## src/rtl/txd_pkg.sv

```systemverilog
package txd_pkg;

    // Word 0 flag positions
    localparam int W0_OWN   = 31;
    localparam int W0_LAST  = 29;
    localparam int W0_TSEN  = 25;
    localparam int W0_EOR   = 21;
    localparam int W0_CHAIN = 20;

    // Word 1 length fields
    localparam int LEN_W   = 13;
    localparam int LEN1_LO = 0;
    localparam int LEN2_LO = 16;

    typedef struct packed {
        logic             owned;
        logic             last_seg;
        logic             ts_en;
        logic             end_ring;
        logic             chained;
        logic [LEN_W-1:0] len1;
        logic [LEN_W-1:0] len2;
    } dctl_t;

    typedef enum logic [3:0] {
        S_IDLE,
        S_RD,
        S_SUSP,
        S_CMD1,
        S_CMD2,
        S_WAIT,
        S_WTSL,
        S_WTSH,
        S_WREL
    } wstate_e;

    function automatic dctl_t unpack_ctl(input logic [31:0] w0,
                                         input logic [LEN_W-1:0] l1,
                                         input logic [LEN_W-1:0] l2);
        dctl_t c;
        c.owned    = w0[W0_OWN];
        c.last_seg = w0[W0_LAST];
        c.ts_en    = w0[W0_TSEN];
        c.end_ring = w0[W0_EOR];
        c.chained  = w0[W0_CHAIN];
        c.len1     = l1;
        c.len2     = l2;
        return c;
    endfunction

endpackage

```

## src/rtl/txd_decode.sv

```systemverilog
module txd_decode
    import txd_pkg::*;
(
    input  logic [31:0] w0,
    input  logic [31:0] w1,
    output dctl_t       ctl,
    output logic        go1,
    output logic        go2
);
    logic [LEN_W-1:0] l1;
    logic [LEN_W-1:0] l2;
    logic             unused_rsv;

    assign l1  = w1[LEN1_LO +: LEN_W];
    assign l2  = w1[LEN2_LO +: LEN_W];
    assign unused_rsv = ^{w1[15:13], w1[31:29]};

    assign ctl = unpack_ctl(w0, l1, l2);
    assign go1 = (l1 != '0);
    assign go2 = !ctl.chained && (l2 != '0);
endmodule

```

## src/rtl/txd_ptr.sv

```systemverilog
module txd_ptr #(
    parameter int AW     = 32,
    parameter int STRIDE = 16
) (
    input  logic          clk,
    input  logic          rst,
    input  logic          load,
    input  logic [AW-1:0] base,
    input  logic          advance,
    input  logic          chained,
    input  logic          end_ring,
    input  logic [AW-1:0] link,
    output logic [AW-1:0] cur
);
    localparam logic [AW-1:0] STEP = AW'(STRIDE);

    always_ff @(posedge clk) begin
        if (rst) begin
            cur <= '0;
        end else if (load) begin
            cur <= base;
        end else if (advance) begin
            if (chained)       cur <= link;
            else if (end_ring) cur <= base;
            else               cur <= cur + STEP;
        end
    end

    assert_load_base_R11: assert property (@(posedge clk) disable iff (rst)
        load |=> (cur == $past(base)));

    assert_chain_link_R4: assert property (@(posedge clk) disable iff (rst)
        (advance && !load && chained) |=> (cur == $past(link)));
endmodule

```

## src/rtl/txdesc_walker.sv

```systemverilog
module txdesc_walker
    import txd_pkg::*;
#(
    parameter int AW     = 32,
    parameter int TSW    = 64,
    parameter int STRIDE = 16
) (
    input  logic             clk,
    input  logic             rst,
    input  logic             start,
    input  logic             poll,
    input  logic [AW-1:0]    ring_base,
    output logic             mem_req,
    output logic             mem_we,
    output logic [AW-1:0]    mem_addr,
    output logic [31:0]      mem_wdata,
    input  logic             mem_ack,
    input  logic [31:0]      mem_rdata,
    output logic             cmd_valid,
    input  logic             cmd_ready,
    output logic [AW-1:0]    cmd_addr,
    output logic [LEN_W-1:0] cmd_len,
    input  logic             frame_done,
    input  logic [TSW-1:0]   ts_in,
    output logic             suspended
);
    localparam int HALF = TSW / 2;
    localparam logic [AW-1:0] OFF_W2 = AW'(8);
    localparam logic [AW-1:0] OFF_W3 = AW'(12);

    wstate_e        st;
    logic [1:0]     idx;
    logic [31:0]    w0, w1, w2, w3;
    logic [TSW-1:0] ts_q;
    dctl_t          ctl;
    logic           go1, go2;
    logic [AW-1:0]  cur;
    logic           adv;
    logic           load;

    txd_decode u_dec (
        .w0  (w0),
        .w1  (w1),
        .ctl (ctl),
        .go1 (go1),
        .go2 (go2)
    );

    assign load = (st == S_IDLE) && start;
    assign adv  = (st == S_WREL) && mem_ack;

    txd_ptr #(.AW(AW), .STRIDE(STRIDE)) u_ptr (
        .clk      (clk),
        .rst      (rst),
        .load     (load),
        .base     (ring_base),
        .advance  (adv),
        .chained  (ctl.chained),
        .end_ring (ctl.end_ring),
        .link     (w3[AW-1:0]),
        .cur      (cur)
    );

    always_ff @(posedge clk) begin
        if (rst) begin
            st   <= S_IDLE;
            idx  <= '0;
            w0   <= '0;
            w1   <= '0;
            w2   <= '0;
            w3   <= '0;
            ts_q <= '0;
        end else begin
            case (st)
                S_IDLE: if (start) begin
                    st  <= S_RD;
                    idx <= '0;
                end
                S_RD: if (mem_ack) begin
                    case (idx)
                        2'd0: w0 <= mem_rdata;
                        2'd1: w1 <= mem_rdata;
                        2'd2: w2 <= mem_rdata;
                        default: w3 <= mem_rdata;
                    endcase
                    idx <= idx + 2'd1;
                    if (idx == 2'd0 && !mem_rdata[W0_OWN]) begin
                        st  <= S_SUSP;
                        idx <= '0;
                    end else if (idx == 2'd3) begin
                        st <= S_CMD1;
                    end
                end
                S_SUSP: if (poll) begin
                    st  <= S_RD;
                    idx <= '0;
                end
                S_CMD1: if (!go1 || cmd_ready) st <= S_CMD2;
                S_CMD2: if (!go2 || cmd_ready) st <= ctl.last_seg ? S_WAIT : S_WREL;
                S_WAIT: if (frame_done) begin
                    ts_q <= ts_in;
                    st   <= ctl.ts_en ? S_WTSL : S_WREL;
                end
                S_WTSL: if (mem_ack) st <= S_WTSH;
                S_WTSH: if (mem_ack) st <= S_WREL;
                S_WREL: if (mem_ack) begin
                    st  <= S_RD;
                    idx <= '0;
                end
                default: st <= S_IDLE;
            endcase
        end
    end

    always_comb begin
        mem_req   = 1'b0;
        mem_we    = 1'b0;
        mem_addr  = cur;
        mem_wdata = '0;
        case (st)
            S_RD: begin
                mem_req  = 1'b1;
                mem_addr = cur + AW'({idx, 2'b00});
            end
            S_WTSL: begin
                mem_req   = 1'b1;
                mem_we    = 1'b1;
                mem_addr  = cur + OFF_W2;
                mem_wdata = ts_q[HALF-1:0];
            end
            S_WTSH: begin
                mem_req   = 1'b1;
                mem_we    = 1'b1;
                mem_addr  = cur + OFF_W3;
                mem_wdata = ts_q[TSW-1:HALF];
            end
            S_WREL: begin
                mem_req   = 1'b1;
                mem_we    = 1'b1;
                mem_wdata = w0;
                mem_wdata[W0_OWN] = 1'b0;
            end
            default: ;
        endcase
    end

    assign cmd_valid = ((st == S_CMD1) && go1) || ((st == S_CMD2) && go2);
    assign cmd_addr  = (st == S_CMD1) ? w2[AW-1:0] : w3[AW-1:0];
    assign cmd_len   = (st == S_CMD1) ? ctl.len1 : ctl.len2;
    assign suspended = (st == S_SUSP);

    assert_cmd_hold_R10: assert property (@(posedge clk) disable iff (rst)
        (cmd_valid && !cmd_ready) |=> (cmd_valid && $stable(cmd_addr) && $stable(cmd_len)));

    assert_no_zero_len_R3: assert property (@(posedge clk) disable iff (rst)
        cmd_valid |-> (cmd_len != '0));

    assert_susp_quiet_R9: assert property (@(posedge clk) disable iff (rst)
        suspended |-> (!cmd_valid && !mem_req));

    assert_req_hold_R12: assert property (@(posedge clk) disable iff (rst)
        (mem_req && !mem_ack) |=> (mem_req && $stable(mem_we) && $stable(mem_addr) && $stable(mem_wdata)));

    assert_release_clear_R8: assert property (@(posedge clk) disable iff (rst)
        (mem_req && mem_we && mem_addr == cur) |-> !mem_wdata[W0_OWN]);

    assert_no_cmd_unowned_R9: assert property (@(posedge clk) disable iff (rst)
        cmd_valid |-> ctl.owned);
endmodule

```

## config.mk

```make
export PLATFORM = sky130hd
export DESIGN_NAME = txdesc_walker
export DESIGN_NICKNAME = d
export VERILOG_FILES = /design/src/rtl/txd_pkg.sv /design/src/rtl/txd_decode.sv /design/src/rtl/txd_ptr.sv /design/src/rtl/txdesc_walker.sv
export SDC_FILE = /design/constraint.sdc
export NUM_CORES = 1
export LEC_CHECK = 0
export BUFFER_PORTS_ARGS = -buffer_cell sky130_fd_sc_hd__buf_2
export CELL_PAD_IN_SITES_DETAIL_PLACEMENT = 2
export CELL_PAD_IN_SITES_GLOBAL_PLACEMENT = 2
export CORE_UTILIZATION = 28
export CTS_CLUSTER_SIZE = 10
export DETAILED_ROUTE_END_ITERATION = 6
export PLACE_DENSITY = 0.73
export SLEW_MARGIN = 20
export SYNTH_ARGS = -nofsm -noshare
export SYNTH_HDL_FRONTEND = slang
export SYNTH_HIERARCHICAL = 1
export SYNTH_SLANG_ARGS = --single-unit
```

## constraint.sdc

```tcl
create_clock -name clk -period 2.9 [get_ports clk]
set_input_delay 0.145 -clock clk [delete_from_list [all_inputs] [get_ports clk]]
set_output_delay 0.145 -clock clk [all_outputs]
set_load 0.02 [all_outputs]
```

==> impl_metrics.ini, run 1 <==
[status]
outcome = finished with violations
violations = setup timing

[critical_path]
slowest_delay_ns = 0.65
slowest_stage = or4b_4
cp.arrival_ns = 3.17
cp_max_fo = 7
cp_common_cell = inv_2
cp.required_ns = 2.76
cp-end-kind = primary output
worst_setup_path_start_kind = flip-flop
crit_chain = inv_2 > nand2_4 > o21ai_2 > ha_2 > inv_2 > fa_2 > nor2b_2 > a32oi_2 > or4b_4 > and3b_2 > xor2_2 > buf_6
critical_path_class = flip-flop to primary output

[floorplanning]
coreArea_um2 = 40200
io_pins = 248
die_area_um2 = 42000
die_x_um = 205
placementRows = 73
die_h_um = 205
start_util_pct = 28.7

[clock_network]
ctsHtreeMaxLevel = 1
cts_buffer_depth = 3
cts_num_sinks = 223
clock_latency_ns = 0.54
clk_pin_slew_worst_paths_ns = 0.06
cts_inserted_buffers = 28
root_buffer = clkbuf_16
cts_tree = built

[sta]
worst_pin_slew_ns = 0.779
slew_violations = 0
period_share_pct = 114
period_minus_slack_ns = 3.31
hold_violations = 0
rsz0062_at_grt = yes
fin_ws_ns = -0.413
fmax_mhz = 302
maxSlewHeadroom_pct = 47.7
setup_viol = 12
skew_ns = 0.00813

[global_routing]
antenna_found_initial = 1
grt_pass1_vias = 13476
grt_pass1_wl_um = 79700
grt_max_degree = 89
overflow = 0
grt.total_usage_pct = 24.5

[synthesis]
syn_avg_cell_area_um2 = 7.49
synth_cells = 1539
syn_area_um2 = 11500
syn_nets = 1684
synth_warnings = 6

[drt]
drtIter0Drc = 634
viasPerCell = 5.21
wirelength_um = 52600
postRouteAntennaNets = 0
drtPass1Iterations = 5
dr_total_vias = 12424
drc_errors = 0
wl_per_cell_um = 22.0

[worst_hold_path]
hold_path_class = input port to flip-flop

[cells_and_area]
final_common_cell = nand2_1
nFillCells = 4605
layout_common_cells = 473 x nand2_1, 229 x a21oi_1, 228 x buf_2
area_delta_synth_final_pct = 34.5
utilization_pct = 38.6
layout-drive-gt1-share_pct = 23.8
nets = 1989

[placed_design]
dpl.hpwl_um = 35400
io_buffers = 247
place_ws_ns = -0.0681
routabilityCongestion = 0.837

[pwr]
power_mw = 9.42
powerDensity_nw_per_um2 = 607
ir_drop_v = 0.000422
leakagePower_nw = 6.16

[job]
maxCapViolations = 0
-- final timing paths --
check | startpoint | end | slack, ns | depth (start not counted)
setup reg to reg | st[3]$_SDFFE_PP0P_ | u_ptr/cur[16]$_SDFFE_PP0P_ | 0.28 | 10
hold reg to reg | ts_q[6]$_SDFFE_PP0P_ | ts_q[6]$_SDFFE_PP0P_ | 0.46 | 2
hold / removal | ring_base[0] | u_ptr/cur[0]$_SDFFE_PP0P_ | 0.02 | 3
setup / recovery | st[3]$_SDFFE_PP0P_ | mem_addr[30] | -0.41 | 12
-- registers in the layout, summed over array words and instances (netlist names) --
register	cells
idx	2
w1	26
w3	32
w2	32
ts_q	64
u_ptr/cur	32
w0	31
st	4
-- metrics by stage --
step	cell area (um2)	TNS, ns	hold WS (ns)	std cells
detailed placement	13300	-0.164	0.395	2219
finish	15500	-3.22	0.0226	2385
CTS	15400	-3.70	0.00734	2384
global route	15500	-5.05	0.0291	2385
global placement	13300	0	0.389	2219
floorplan	11600	-0.0242	0.247	1539
-- area by class of cell --
| cell class | count | area [um2] | share of cell area [%] |
|---|---|---|---|
| Multi-Input combinational cell | 1156 | 6510 | 42.0 |
| Sequential cell | 223 | 4470 | 28.8 |
| Timing Repair Buffer | 415 | 2930 | 18.9 |
| Clock buffer | 43 | 848 | 5.47 |
| Tap cell | 525 | 657 | 4.24 |
| Inverter | 20 | 75.1 | 0.484 |
| Clock inverter | 2 | 10.0 | 0.0646 |
| Antenna cell | 1 | 2.50 | 0.0161 |
-- routing by layer --
| metal | GRT usage [%] | part of all wire (%) | wire length [um] | vias to the layer above |
|---|---|---|---|---|
| li1 | - | - | - | 5874 |
| met1 | 31.4 | 44 | 23300 | 6173 |
| met2 | 42.6 | 49 | 25700 | 315 |
| met3 | 4.02 | 4.8 | 2530 | 62 |
| met4 | 6.02 | 2.1 | 1120 | 0 |
| met5 | 0 | 0 | 0 | - |
-- critical path: cells and delay by family, from the launching register on --
| family | cells | cell delay (ns) |
|---|---|---|
| buffers and inverters | 3 | 0.24 |
| XOR/XNOR | 1 | 0.15 |
| AND/OR/NAND/NOR | 4 | 1.13 |
| AO/OA/AOI/OAI | 2 | 0.23 |
| adder cells (fa/ha/maj) | 2 | 0.56 |
| flip-flops | 1 | 0.32 |
-- where the power goes --
part,switching [mW],internal [mW],total (mW)
Combinational,1.53,0.993,2.53
Sequential,0.280,3.26,3.54
Clock,1.37,1.98,3.34
-- repair_timing --
item | CTS | global route
gates resized for setup | 34 | 25
hold buffers | 115 | 0
pin swaps | 11 | 9
setup buffers | 5 | 1
endpoints found under the hold margin | 204 | 0
setup endpoints to repair | 28 | 28
(Power assumes the default switching activity.)
==> run 2, diff against run 1 <==
TNS_END_PERCENT = 30   (was unset)
==> impl_metrics.ini, run 2 (synthesis results as in run 1) <==
[sta]
fmax_mhz = 301
maxSlewHeadroom_pct = 46.3
period_minus_slack_ns = 3.32
skew_ns = 0.00770
period_share_pct = 115
whs_ns = 0.0235
rsz0062_at_grt = yes
worst_pin_slew_ns = 0.802
fin_ws_ns = -0.421
hold_violations = 0
setup_viol = 12
slew_violations = 0

[critical_path]
cp_max_fo = 7
critical_path_class = flip-flop to primary output
cp-end-kind = primary output
crit_start = st[3]$_SDFFE_PP0P_
worst_setup_path_start_kind = flip-flop
reg2reg_from = st[2]$_SDFFE_PP0P_
cp.required_ns = 2.76
cp.arrival_ns = 3.18

[clock_network]
clk_pin_slew_worst_paths_ns = 0.06
cts_tree = built
root_buffer = clkbuf_16
cts_inserted_buffers = 28
ctsHtreeMaxLevel = 1
cts_buffer_depth = 3
clock_latency_ns = 0.54
cts_num_sinks = 223

[drt]
drtIter0Drc = 648
viasPerCell = 5.20
postRouteAntennaNets = 0
dr_total_vias = 12413
drtPass1Iterations = 5
wirelength_um = 52600
wl_per_cell_um = 22.0
drc_errors = 0

[pwr]
power_frac_seq_pct = 37.6
pwr-share-comb_pct = 26.9
p_switching_mw = 3.18
ir_drop_v = 0.000421
leakagePower_nw = 6.12
clockPowerShare_pct = 35.5
powerDensity_nw_per_um2 = 608
power_mw = 9.42
swShare_pct = 33.8
p_int_mw = 6.23

[cells_and_area]
nFillCells = 4611
regMostFlops = ts_q
nets = 1989
area_delta_synth_final_pct = 34.3
final_common_cell = nand2_1
utilization_pct = 38.5
layout_common_cells = 473 x nand2_1, 229 x a21oi_1, 228 x buf_2
layout-drive-gt1-share_pct = 23.8
largest_reg_flops = 64
multi_input_area_um2 = 6500
final-seq-area_um2 = 4470

[global_routing]
grt_pass1_vias = 13453
grt.total_usage_pct = 24.5
grt_pass1_wl_um = 79600
overflow = 0
grt_max_degree = 89
antenna_found_initial = 1

[floorplanning]
die_x_um = 205
die_h_um = 205
die_area_um2 = 42000
start_util_pct = 28.7
placementRows = 73
io_pins = 248
coreArea_um2 = 40200

[worst_hold_path]
min_from = ring_base[0]
hold_path_class = input port to flip-flop

[placed_design]
io_buffers = 247
dpl.hpwl_um = 35400
routabilityCongestion = 0.837

[job]
maxCapViolations = 0

[status]
outcome = finished with violations
violations = setup timing
run 2: cell types whose count changed in the layout (fill, tap and decap cells not counted):
cell	before	now
diode_2	1	2
nor3_2	4	5
buf_12	6	5
buf_4	61	63
nor3b_2	0	1
buf_6	5	4
nor3b_4	2	1
nor3_4	5	4
run 2: power groups by stage:
stage,logic (mW),registers (mW),clock network (mW)
3_3_place_gp,2.26,3.59,0
5_1_grt,2.76,3.58,3.55
3_5_place_dp,2.33,3.60,0
2_1_floorplan,1.49,3.54,0
6_report,2.53,3.54,3.35
4_1_cts,2.49,3.54,3.43
run 2: metal layers:
metal / up-vias / global-route usage (%) / wire length (um)
met5: - / 0 / 0
met4: 0 / 6.00 / 1120
met3: 62 / 4.02 / 2610
met2: 308 / 42.5 / 25600
met1: 6167 / 31.3 / 23200
li1: 5876 / - / -
run 2: worst paths after layout:
path                           endpoint  slack (ns)  cells past startpoint
max                        mem_addr[30]       -0.42                     12
min           u_ptr/cur[0]$_SDFFE_PP0P_        0.02                      3
max reg2reg  u_ptr/cur[13]$_SDFFE_PP0P_        0.22                     10
min reg2reg        ts_q[6]$_SDFFE_PP0P_        0.46                      2
run 2: worst max-delay path, cell delays in order (launching register included):
cell	delay, ns
dfxtp_2	0.32
inv_2	0.07
nand2_4	0.06
o21ai_2	0.12
ha_2	0.20
inv_2	0.04
fa_2	0.36
nor2b_2	0.13
a32oi_2	0.11
or4b_4	0.65
and3b_2	0.29
xor2_2	0.15
buf_6	0.13
run 2: through the flow:
| step | setup TNS [ns] | setup WS (ns) | cells | cell area, um2 |
|---|---|---|---|---|
| finish | -3.43 | -0.421 | 2386 | 15500 |
| CTS | -3.82 | -0.471 | 2384 | 15400 |
| floorplan | -0.0242 | -0.0242 | 1539 | 11600 |
| global placement | 0 | 0.0653 | 2219 | 13300 |
| global route | -5.29 | -0.519 | 2385 | 15500 |
| detailed placement | -0.164 | -0.0681 | 2219 | 13300 |
run 2: area by class of cell:
| type | count | area share [%] |
|---|---|---|
| inverters | 20 | 0.485 |
| clock buffers | 43 | 5.48 |
| diodes | 2 | 0.0323 |
| well taps | 525 | 4.24 |
| multi-input cells | 1156 | 42.0 |
| repair buffers | 415 | 18.8 |
| clock inverters | 2 | 0.0647 |
| flip-flops and latches | 223 | 28.9 |
run 2: timing repair:
| item | in CTS | in global routing |
|---|---|---|
| resized for setup | 31 | 21 |
| hold buffers | 115 | 0 |
| pin swaps | 6 | 3 |
| setup endpoints to repair | 28 | 28 |
| buffers inserted | 5 | 1 |
| endpoints found under the hold margin | 204 | 0 |
==> run 3, diff against run 2 <==
==> constraint.sdc (replaced) <==
create_clock -name clk -period 2.9 [get_ports clk]
set_input_delay 0.145 -clock clk [delete_from_list [all_inputs] [get_ports clk]]
set_output_delay 0.145 -clock clk [all_outputs]
set_load 0.005 [all_outputs]
==> impl_metrics.ini, run 3 (synthesis results as in run 1) <==
[drt]
dr_total_vias = 12479
wl_per_cell_um = 22.3
top_layer = met4
wl_met1_um = 22700
drtPass1Iterations = 4
met2WireLength_um = 26500
drtIter0Drc = 524
wl_met3_um = 2300
viasPerCell = 5.21
drc_errors = 0
wirelength_um = 53500
postRouteAntennaNets = 0

[critical_path]
worst_setup_path_start_kind = flip-flop
cp-end-kind = primary output
critical_path_class = flip-flop to primary output
crit_start = st[1]$_SDFFE_PP0P_
r2r_slack_ns = 0.16
reg2reg_from = st[3]$_SDFFE_PP0P_
reg2reg_to = u_ptr/cur[15]$_SDFFE_PP0P_
cp_max_fo = 3
crit_path_end = mem_addr[12]
cp.required_ns = 2.76
cp.arrival_ns = 3.19
r2r_cells = 11

[cells_and_area]
nFillCells = 4647
multi_input_area_um2 = 6460
utilization_pct = 38.5
layout-drive-gt1-share_pct = 23.6
area_delta_synth_final_pct = 34.4
largest_reg_flops = 64
final_area_um2 = 15500
final_common_cell = nand2_1
nets = 2002
regMostFlops = ts_q
fin_cells = 2395
final-seq-area_um2 = 4470
layout_common_cells = 473 x nand2_1, 246 x buf_2, 229 x a21oi_1

[floorplanning]
placementRows = 73
coreArea_um2 = 40200
die_x_um = 205
die_h_um = 205
io_pins = 248
start_util_pct = 28.7
die_area_um2 = 42000

[pwr]
powerDensity_nw_per_um2 = 593
power_mw = 9.19
leakagePower_nw = 6.12
ir_drop_v = 0.000432

[placed_design]
dpl.hpwl_um = 36200
routabilityCongestion = 0.888
io_buffers = 247
place_area_um2 = 13300
place_ws_ns = -0.257
dp.cells = 2226

[worst_hold_path]
min_from = ring_base[13]
hold_depth = 3
hold_path_class = input port to flip-flop

[clock_network]
clk_pin_slew_worst_paths_ns = 0.06
root_buffer = clkbuf_16
cts_inserted_buffers = 28
ctsHtreeMaxLevel = 1
cts_num_sinks = 223
clock_latency_ns = 0.55
cts_tree = built
cts_buffer_depth = 3

[global_routing]
overflow = 0
grt.total_usage_pct = 25.1
grt_pass1_vias = 13505
antenna_found_initial = 1
grt_max_degree = 113
grt_pass1_wl_um = 81000

[status]
violations = setup timing
outcome = finished with violations

[sta]
fin_ws_ns = -0.437
skew_ns = 0.0119
slew_violations = 0
period_minus_slack_ns = 3.34
whs_ns = 0.0209
fmax_mhz = 300
maxSlewHeadroom_pct = 39.8
setup_viol = 15
hold_violations = 0
worst_pin_slew_ns = 0.901
rsz0062_at_grt = yes
period_share_pct = 115
tns_ns = -4.17

[job]
maxCapViolations = 0
run 3: area by class of cell:
cell class                 instances  share of cell area [%]
antenna                            1                  0.0162
clock buffer                      39                    5.11
clock inverter                     3                   0.283
inverter                          20                   0.485
multi-input combinational       1156                    41.7
sequential                       223                    28.9
tap                              525                    4.24
timing repair buffer             428                    19.3
run 3: layer usage:
layer / vias up / GRT usage, %
met4: 0 / 8.98
met3: 87 / 4.14
li1: 5892 / -
met2: 305 / 44.4
met5: - / 0
met1: 6195 / 30.2
run 3: worst max-delay path: stages, from the launching register on:
cell and delay (ns):
dfxtp_2 0.35, nand2_2 0.10, o21ai_2 0.17, ha_2 0.21, inv_2 0.04, fa_2 0.36, nor2b_4 0.15, a32oi_4 0.08
buf_4 0.17, buf_6 0.11, or3_4 0.39, nor3_4 0.17, xor2_1 0.18, buf_2 0.14
run 3: what timing repair did:
item | in CTS | in global routing
pin swaps | 5 | 4
setup buffers | 2 | 4
hold buffers | 120 | 0
setup endpoints to repair | 26 | 28
endpoints found under the hold margin | 215 | 0
resized for setup | 25 | 13
run 3: report_power, final:
| part | internal [mW] | switching [mW] |
|---|---|---|
| registers | 3.27 | 0.283 |
| logic | 0.979 | 1.39 |
| clock network | 1.88 | 1.39 |
run 3: worst min-delay path by stage:
stage                                      end
floorplan           u_ptr/cur[14]$_SDFFE_PP0P_
global placement         ts_q[18]$_SDFFE_PP0P_
detailed placement       ts_q[53]$_SDFFE_PP0P_
CTS                  u_ptr/cur[3]$_SDFFE_PP0P_
global route        u_ptr/cur[13]$_SDFFE_PP0P_
finish              u_ptr/cur[13]$_SDFFE_PP0P_
